### src/rtl/fbp_pkg.sv
package fbp_pkg;

  typedef enum logic [4:0] {
    ST_IDLE, ST_FETCH, ST_DUMMY, ST_GATE, ST_LANE, ST_CMD, ST_DATA, ST_SREQ,
    ST_POLL, ST_TGATE, ST_TCLR, ST_RGATE, ST_RMODE, ST_EGATE, ST_ECLR,
    ST_RWAIT, ST_SETTLE, ST_VFETCH, ST_VREAD, ST_DRAIN, ST_DONE
  } fbp_state_e;

  localparam logic [7:0] OP_PROGRAM = 8'h40;
  localparam logic [7:0] OP_STATUS  = 8'h70;
  localparam logic [7:0] OP_CLEAR   = 8'h50;
  localparam logic [7:0] OP_ARRAY   = 8'hFF;

  localparam int STAT_READY_BIT = 7;
  localparam int STAT_FAIL_BIT  = 4;

endpackage

### src/rtl/fbp_timer.sv
// Saturating cycle counter: expired once LIMIT ticks have been counted since clr.
module fbp_timer #(
  parameter int unsigned LIMIT = 4
) (
  input  logic clk,
  input  logic rst_n,
  input  logic clr,
  input  logic tick,
  output logic expired
);
  localparam int CW = (LIMIT < 1) ? 1 : $clog2(LIMIT + 1);
  localparam logic [CW-1:0] LIM = CW'(LIMIT);

  logic [CW-1:0] cnt;

  always_ff @(posedge clk) begin
    if (!rst_n)                  cnt <= '0;
    else if (clr)                cnt <= '0;
    else if (tick && cnt != LIM) cnt <= cnt + 1'b1;
  end

  assign expired = (cnt == LIM);
endmodule

### src/rtl/fbp_clip.sv
// Trims a requested count so that the run ends at the block boundary.
module fbp_clip #(
  parameter int CNT_W = 20,
  parameter int BLK_W = 16
) (
  input  logic [BLK_W-1:0] offset,
  input  logic [CNT_W-1:0] req_cnt,
  output logic [BLK_W:0]   eff_cnt
);
  localparam int SW = ((CNT_W > BLK_W + 1) ? CNT_W : BLK_W + 1) + 1;

  function automatic logic [BLK_W:0] trim_to_block(logic [BLK_W-1:0] off,
                                                   logic [CNT_W-1:0] n);
    logic [SW-1:0] room;
    logic [SW-1:0] want;
    room = (SW'(1) << BLK_W) - SW'(off);
    want = SW'(n);
    return (want > room) ? room[BLK_W:0] : want[BLK_W:0];
  endfunction

  assign eff_cnt = trim_to_block(offset, req_cnt);
endmodule

### src/rtl/fbp_seq.sv
module fbp_seq
  import fbp_pkg::*;
#(
  parameter int          ADDR_W       = 22,
  parameter int          CNT_W        = 20,
  parameter int          BLK_W        = 16,
  parameter int unsigned POLL_LIMIT   = 50_000_000,
  parameter int unsigned RETRY_WAIT   = 500_000,
  parameter int unsigned SETTLE_WAIT  = 500_000,
  parameter int unsigned BUDGET_LIMIT = 1_500_000_000
) (
  input  logic                    clk,
  input  logic                    rst_n,
  input  logic                    start,
  input  logic [ADDR_W-1:0]       start_addr,
  input  logic [CNT_W-1:0]        byte_cnt,
  input  logic                    s_valid,
  input  logic [7:0]              s_data,
  output logic                    s_ready,
  output logic [ADDR_W-1:0]       fl_addr,
  output logic [7:0]              fl_wdata,
  output logic                    fl_we,
  output logic                    fl_re,
  input  logic [7:0]              fl_rdata,
  output logic                    gate_pulse,
  output logic                    lane_we,
  output logic [1:0]              lane_sel,
  output logic                    done,
  output logic signed [BLK_W+1:0] result
);
  localparam int EFF_W  = BLK_W + 1;
  localparam int BEAT_W = BLK_W + 2;
  localparam int RES_W  = BLK_W + 2;
  localparam logic [ADDR_W-1:0] STAT_OFS  = ADDR_W'(32'h0000_8000);
  localparam logic [ADDR_W-1:0] STREQ_OFS = ADDR_W'(32'h0001_0000);
  localparam logic signed [RES_W-1:0] RES_TIMEOUT = RES_W'(-2);

  function automatic logic [ADDR_W-1:0] word_of(logic [ADDR_W-1:0] a);
    return {a[ADDR_W-1:2], 2'b00};
  endfunction

  function automatic logic signed [RES_W-1:0] count_result(logic [EFF_W-1:0] n);
    return $signed({1'b0, n});
  endfunction

  fbp_state_e        st;
  logic [ADDR_W-1:0] base_q;
  logic [EFF_W-1:0]  eff_q;
  logic [EFF_W-1:0]  idx_q;
  logic [BEAT_W-1:0] beats_q;
  logic [7:0]        data_q;
  logic              fail_q;
  logic signed [RES_W-1:0] res_q;

  logic [EFF_W-1:0]  eff_w;
  logic [ADDR_W-1:0] byte_addr;
  logic              last_byte;
  logic              all_beats;
  logic              poll_exp, rwait_exp, settle_exp, budget_exp;

  // Named internal events, also watched by the checker.
  logic ev_start, ev_poll_ready, ev_poll_tmo, ev_budget_out, ev_mismatch, ev_cmd;

  fbp_clip #(.CNT_W(CNT_W), .BLK_W(BLK_W)) u_clip (
    .offset (start_addr[BLK_W-1:0]),
    .req_cnt(byte_cnt),
    .eff_cnt(eff_w)
  );

  fbp_timer #(.LIMIT(POLL_LIMIT)) u_poll_tmr (
    .clk(clk), .rst_n(rst_n), .clr(st == ST_SREQ),
    .tick(st == ST_POLL), .expired(poll_exp));

  fbp_timer #(.LIMIT(RETRY_WAIT)) u_rwait_tmr (
    .clk(clk), .rst_n(rst_n), .clr(st == ST_ECLR),
    .tick(st == ST_RWAIT), .expired(rwait_exp));

  fbp_timer #(.LIMIT(SETTLE_WAIT)) u_settle_tmr (
    .clk(clk), .rst_n(rst_n), .clr(st == ST_RMODE),
    .tick(st == ST_SETTLE), .expired(settle_exp));

  fbp_timer #(.LIMIT(BUDGET_LIMIT)) u_budget_tmr (
    .clk(clk), .rst_n(rst_n), .clr(st == ST_IDLE),
    .tick(st != ST_IDLE), .expired(budget_exp));

  assign byte_addr = base_q + ADDR_W'(idx_q);
  assign last_byte = ((idx_q + 1'b1) == eff_q);
  assign all_beats = (beats_q == {eff_q, 1'b0});

  assign ev_start      = (st == ST_IDLE) && start;
  assign ev_poll_ready = (st == ST_POLL) && fl_rdata[STAT_READY_BIT];
  assign ev_poll_tmo   = (st == ST_POLL) && !fl_rdata[STAT_READY_BIT] && poll_exp;
  assign ev_budget_out = (st == ST_ECLR) && budget_exp;
  assign ev_mismatch   = (st == ST_VREAD) && (fl_rdata != data_q);
  assign ev_cmd        = (st == ST_CMD);

  always_ff @(posedge clk) begin
    if (!rst_n) begin
      st      <= ST_IDLE;
      base_q  <= '0;
      eff_q   <= '0;
      idx_q   <= '0;
      beats_q <= '0;
      data_q  <= '0;
      fail_q  <= 1'b0;
      res_q   <= '0;
    end else begin
      unique case (st)
        ST_IDLE: if (start) begin
          base_q  <= start_addr;
          eff_q   <= eff_w;
          idx_q   <= '0;
          beats_q <= '0;
          if (eff_w == '0) begin
            res_q <= '0;
            st    <= ST_DONE;
          end else begin
            st <= ST_FETCH;
          end
        end
        ST_FETCH: if (s_valid) begin
          data_q  <= s_data;
          beats_q <= beats_q + 1'b1;
          st      <= ST_DUMMY;
        end
        ST_DUMMY: st <= ST_GATE;
        ST_GATE:  st <= ST_LANE;
        ST_LANE:  st <= ST_CMD;
        ST_CMD:   st <= ST_DATA;
        ST_DATA:  st <= ST_SREQ;
        ST_SREQ:  st <= ST_POLL;
        ST_POLL: begin
          if (ev_poll_ready) begin
            fail_q <= fl_rdata[STAT_FAIL_BIT];
            st     <= ST_RGATE;
          end else if (poll_exp) begin
            st <= ST_TGATE;
          end
        end
        ST_TGATE: st <= ST_TCLR;
        ST_TCLR:  st <= ST_DUMMY;
        ST_RGATE: st <= ST_RMODE;
        ST_RMODE: begin
          if (fail_q) begin
            st <= ST_EGATE;
          end else if (last_byte) begin
            idx_q <= '0;
            st    <= ST_SETTLE;
          end else begin
            idx_q <= idx_q + 1'b1;
            st    <= ST_FETCH;
          end
        end
        ST_EGATE: st <= ST_ECLR;
        ST_ECLR: begin
          if (budget_exp) begin
            res_q <= RES_TIMEOUT;
            st    <= ST_DRAIN;
          end else begin
            st <= ST_RWAIT;
          end
        end
        ST_RWAIT:  if (rwait_exp) st <= ST_DUMMY;
        ST_SETTLE: if (settle_exp) st <= ST_VFETCH;
        ST_VFETCH: if (s_valid) begin
          data_q  <= s_data;
          beats_q <= beats_q + 1'b1;
          st      <= ST_VREAD;
        end
        ST_VREAD: begin
          if (ev_mismatch) begin
            res_q <= '0;
            st    <= ST_DRAIN;
          end else if (last_byte) begin
            res_q <= count_result(eff_q);
            st    <= ST_DONE;
          end else begin
            idx_q <= idx_q + 1'b1;
            st    <= ST_VFETCH;
          end
        end
        ST_DRAIN: begin
          if (all_beats)    st <= ST_DONE;
          else if (s_valid) beats_q <= beats_q + 1'b1;
        end
        ST_DONE: st <= ST_IDLE;
        default: st <= ST_IDLE;
      endcase
    end
  end

  always_comb begin
    fl_addr  = '0;
    fl_wdata = '0;
    unique case (st)
      ST_DUMMY, ST_POLL: fl_addr = STAT_OFS;
      ST_CMD: begin
        fl_addr  = word_of(byte_addr);
        fl_wdata = OP_PROGRAM;
      end
      ST_DATA: begin
        fl_addr  = word_of(byte_addr);
        fl_wdata = data_q;
      end
      ST_SREQ: begin
        fl_addr  = STREQ_OFS;
        fl_wdata = OP_STATUS;
      end
      ST_TCLR, ST_ECLR: begin
        fl_addr  = STAT_OFS;
        fl_wdata = OP_CLEAR;
      end
      ST_RMODE: begin
        fl_addr  = STAT_OFS;
        fl_wdata = OP_ARRAY;
      end
      ST_VREAD: fl_addr = byte_addr;
      default: ;
    endcase
  end

  assign fl_re      = (st == ST_DUMMY) || (st == ST_POLL) || (st == ST_VREAD);
  assign fl_we      = (st == ST_CMD) || (st == ST_DATA) || (st == ST_SREQ) ||
                      (st == ST_TCLR) || (st == ST_RMODE) || (st == ST_ECLR);
  assign gate_pulse = (st == ST_GATE) || (st == ST_TGATE) ||
                      (st == ST_RGATE) || (st == ST_EGATE);
  assign lane_we    = (st == ST_LANE);
  assign lane_sel   = byte_addr[1:0];
  assign s_ready    = (st == ST_FETCH) || (st == ST_VFETCH) ||
                      ((st == ST_DRAIN) && !all_beats);
  assign done       = (st == ST_DONE);
  assign result     = res_q;

endmodule

### config.mk
export PLATFORM = sky130hd
export DESIGN_NAME = fbp_seq
export DESIGN_NICKNAME = d
export VERILOG_FILES = /design/src/rtl/fbp_pkg.sv /design/src/rtl/fbp_timer.sv /design/src/rtl/fbp_clip.sv /design/src/rtl/fbp_seq.sv
export SDC_FILE = /design/constraint.sdc
export NUM_CORES = 1
export LEC_CHECK = 0
export ABC_AREA = 1
export ABC_CLOCK_PERIOD_IN_PS = 7400
export CAP_MARGIN = 20
export CORE_AREA = 2 2 170 172
export CTS_CLUSTER_DIAMETER = 150
export CTS_CLUSTER_SIZE = 30
export DETAILED_ROUTE_END_ITERATION = 12
export DIE_AREA = 0 0 172 174
export PLACE_DENSITY = 0.76
export SYNTH_ARGS = -nofsm -noshare
export SYNTH_HDL_FRONTEND = slang
export SYNTH_HIERARCHICAL = 1
export SYNTH_SLANG_ARGS = --single-unit
### constraint.sdc
create_clock -name clk -period 7.4 [get_ports clk]
set_input_delay 0.74 -clock clk [delete_from_list [all_inputs] [get_ports clk]]
set_output_delay 0.74 -clock clk [all_outputs]
set_load 0.03 [all_outputs]
==> run summary <==
The DRC violation total after the first TritonRoute iteration was 1493. The area fraction in and, or, nand and nor cells after synthesis is 0.418. In this design, the stage delay of the slowest critical-path cell is 0.71 ns. Buffers added to address setup during post-CTS repair amount to 0.

The actual transition at the worst max-transition pin was 1.04 ns; the number of input and output port buffers inserted was 117. After detailed routing, the number of remaining DRC violations is 0. For the global placement routability congestion, the log shows 1.01. Class of the worst hold path: register to register. The tools report the cell count after placement as 2919. The power share of the sequential group is 0.431. The fraction of power consumed by combinational cells came out at 0.346. During I/O placement, the number of pins put on the boundary was 118.

Between clock sinks in the finished design, the worst skew comes to 0.0160 ns. For the final routed database, the setup TNS stands at 0 ns. For the via count of the first global-routing pass, the log shows 14.8k. The run finished with clean final reports. Entering global routing, the biggest net connects 59 pins. The fraction of synthesized cell area in xor and xnor cells was 0.0487; the count of final setup violators was 0. For the utilization after layout, the log shows 0.596. After synthesis, the largest family of logic cells by area is simple AND/OR/NAND/NOR gates.

STA puts the critical path data arrival time at 5.76 ns. Deepest clock path buffer count: 3. The worst-case hold slack was 0.475 ns. The multiplexer area fraction after synthesis works out to 0. Number of antenna violations at the first check in global routing: 0. The fraction of layout instances using a drive strength above 1 works out to 0.0644. The count of final hold-check violations was 0; the average cell area after synthesis was 6.16 um^2.

The share of synthesized flip-flops with an asynchronous set or reset was 0. After synthesis the cells add up to 0.0153 mm^2. Once detailed placement completed, the half-perimeter wirelength came to 33500 um.

The ratio of total power to cell area was 173 mW/mm^2. The time the worst path needs with I/O delays and setup was 5.43 ns; the number of cells produced by synthesis was 2480. The final design instance area without fill is 0.0168 mm^2. The critical path is of the input pin to register type. The total overflow left after global routing is 0.

After layout, the worst setup slack is 1.97 ns. Leaving out fill and tap cells, the most frequent cell in the layout is sky130_fd_sc_hd__nand2_1. The top cell types in the final layout, fill and taps aside, are 682 x sky130_fd_sc_hd__nand2_1, 362 x sky130_fd_sc_hd__nor2_1, 281 x sky130_fd_sc_hd__inv_1. The number of max-slew violations in the final report was 0; the internal power component was 1.72 mW. The run gives 0.263 as the proportion of synthesized chip area in sequential cells. The tree built by TritonCTS fans out to 201 sinks. The logs give 0 for the number of buffers inserted for hold repair after clock tree synthesis and 62 for the number of rows created at floorplan.

The number of nets in the synthesized netlist was 2588; the number of nets with antenna violations after routing was 0. The number of levels the H-tree was split into is 1, and the iteration count of the initial detailed-routing pass is 6. The critical path buffer and inverter count is 3. The most used flip-flop cell after synthesis was sky130_fd_sc_hd__dfxtp_1.

The share of total power consumed by net switching was 0.409; the width of the die was 172 um. The number of flops mapped to enable cells by yosys is 0, and the power after layout is 2.91 mW. The placed standard-cell area is 0.0165 mm^2.

In the post-synthesis netlist, the biggest area contributors are sky130_fd_sc_hd__dfxtp_1 26%, sky130_fd_sc_hd__nand2_1 17%, sky130_fd_sc_hd__nor2_1 8.9%. The type of element launching the critical path was an input pin. The tools report the type of element capturing the critical path as a register.

The number of antenna diodes in the final layout is 0. The synthesis-to-finish area growth was 10.2%. In this run, post-CTS repair resized a total of 0 instances. Of all nets on the critical path, the largest fanout is 18. Grouping stages by cell kind, the critical path spends the most delay in simple AND/OR/NAND/NOR gates.

The run gives 7.73 ns as the required time of the worst setup path. The compound-gate portion of the synthesized area is 0.133, and the number of nets in the finished design is 2655. Adder-cell share of the synthesized area: 0.0382.

Among the stages of the critical path, the cell type that occurs most often is sky130_fd_sc_hd__nand2_1. IR analysis of the VDD net gives a maximum drop of 0.000135 V. For this design the static power due to leakage is 6.68 nW. The core region is 0.0282 mm^2. After synthesis, the netlist uses 55 different library cells. sky130_fd_sc_hd__dfxtp_1 takes more of the synthesized area than any other cell. The post-layout instance count excluding filler cells was 2931. In this run the clock root is driven by a sky130_fd_sc_hd__clkbuf_16.

Timing analysis after detailed placement gives a worst setup slack of 1.58 ns. The count of vias placed by the detailed router came out at 16.1k. Dividing the detail-routed wire length by the instance count gives 15.0 um. Based on the critical path, the design can be clocked at up to 184 MHz.

The floorplan step defined a die boundary enclosing 0.0299 mm^2. After clock tree synthesis, the clock-pin slew on the worst setup and hold paths is 0.11 ns. For the number of buffers added by the clock tree synthesis step, the log shows 10. The floorplan step set the die height to 174 um. The worst slew margin relative to its limit is 0.304, and the switching power is 1.19 mW. Initial core utilization: 0.541. The share of total power in the clock network was 0.222; the wire length after detailed routing was 43900 um. Setup repair after global routing left no endpoint under its margin.

The cell type of the slowest stage on the worst timing path is sky130_fd_sc_hd__nor4_4. The first global-routing pass estimated 71800 um of wire. The number of vias per cell works out to 5.50. TritonCTS built the clock tree.

The final period utilization came out at 0.733. The synthesized flop and latch total was 201; the number of warnings reported in the yosys synthesis log was 6. The fraction of post-synthesis cell area in the top cell type by area works out to 0.263. The logs give 0.288 for the total routing usage reported by global routing and 0 for the number of violations of the max-capacitance limit. The run gives 0.49 ns as the later-pin clock latency in the skew report.
power by group through the flow:
| stage | Clock (mW) | Combinational, mW | Sequential [mW] |
|---|---|---|---|
| 3_5_place_dp | 0 | 0.986 | 1.27 |
| 6_report | 0.646 | 1.01 | 1.25 |
| 3_3_place_gp | 0 | 0.969 | 1.27 |
| 2_1_floorplan | 0 | 0.729 | 1.24 |
| 5_1_grt | 0.692 | 1.10 | 1.26 |
| 4_1_cts | 0.658 | 0.988 | 1.25 |
per-layer routing:
layer  up-vias  global-route usage  share of wire
li1       8100                   -              -
met1      7412               0.389           0.45
met2       522               0.485           0.46
met3        82              0.0321          0.061
met4         0              0.0791          0.028
met5         -                   0              0
area by class of cell:
| type | count | area [um^2] |
|---|---|---|
| Fill cell | 2802 | 11400 |
| Multi-Input combinational cell | 1923 | 9740 |
| Sequential cell | 201 | 4020 |
| Timing Repair Buffer | 124 | 1220 |
| Inverter | 287 | 1080 |
| Tap cell | 384 | 480 |
| Clock buffer | 11 | 275 |
| Clock inverter | 1 | 11.3 |
kinds of logic (layout without fill, tap and decap cells):
kind of cell               count (synthesis)  after routing
and+or+nand+nor                         1446           1446
buffers and inverters                    356            423
AOI/OAI and AO/OA                        346            346
DFF                                      201            201
xor gates and xnor gates                  85             85
adders and majority gates                 46             46
sequential cells by signal (all words and copies together) (netlist names), 5 cells and up:
name / flops
u_budget_tmr/cnt: 31
u_poll_tmr/cnt: 26
base_q: 22
u_rwait_tmr/cnt: 19
u_settle_tmr/cnt: 19
beats_q: 18
result: 18
eff_q: 17
idx_q: 17
data_q: 8
st: 5
path summary, 6_finish.rpt:
check / from / end / slack [ns] / cells after the start
hold reg to reg: result[9] / result[9] / 0.48 / 2
setup / recovery: start_addr[0] / result[17] / 1.97 / 25
hold / removal: result[9] / result[9] / 0.48 / 2
setup reg to reg: st[2] / beats_q[5] / 3.69 / 11
worst min-delay path, delay by kind of cell (launching register included):
| family | cells | cell delay, ns |
|---|---|---|
| DFF | 1 | 0.32 |
| and+or+nand+nor | 1 | 0.06 |
| AOI/OAI and AO/OA | 1 | 0.05 |
cells in the mapped netlist, drive strengths merged, types with 4 or more instances:
library cell    n
nand2         728
nor2          402
inv           286
nand3         207
dfxtp         201
a21oi         187
o21ai         105
xor2           50
nand4          49
ha             45
clkbuf         35
xnor2          35
buf            34
nor3           30
o2111ai        18
nand3b         10
o31ai           9
nor4            7
o211ai          7
a21o            5
and2            5
nor3b           5
o22ai           5
o21bai          4
(Power assumes the default switching activity.)
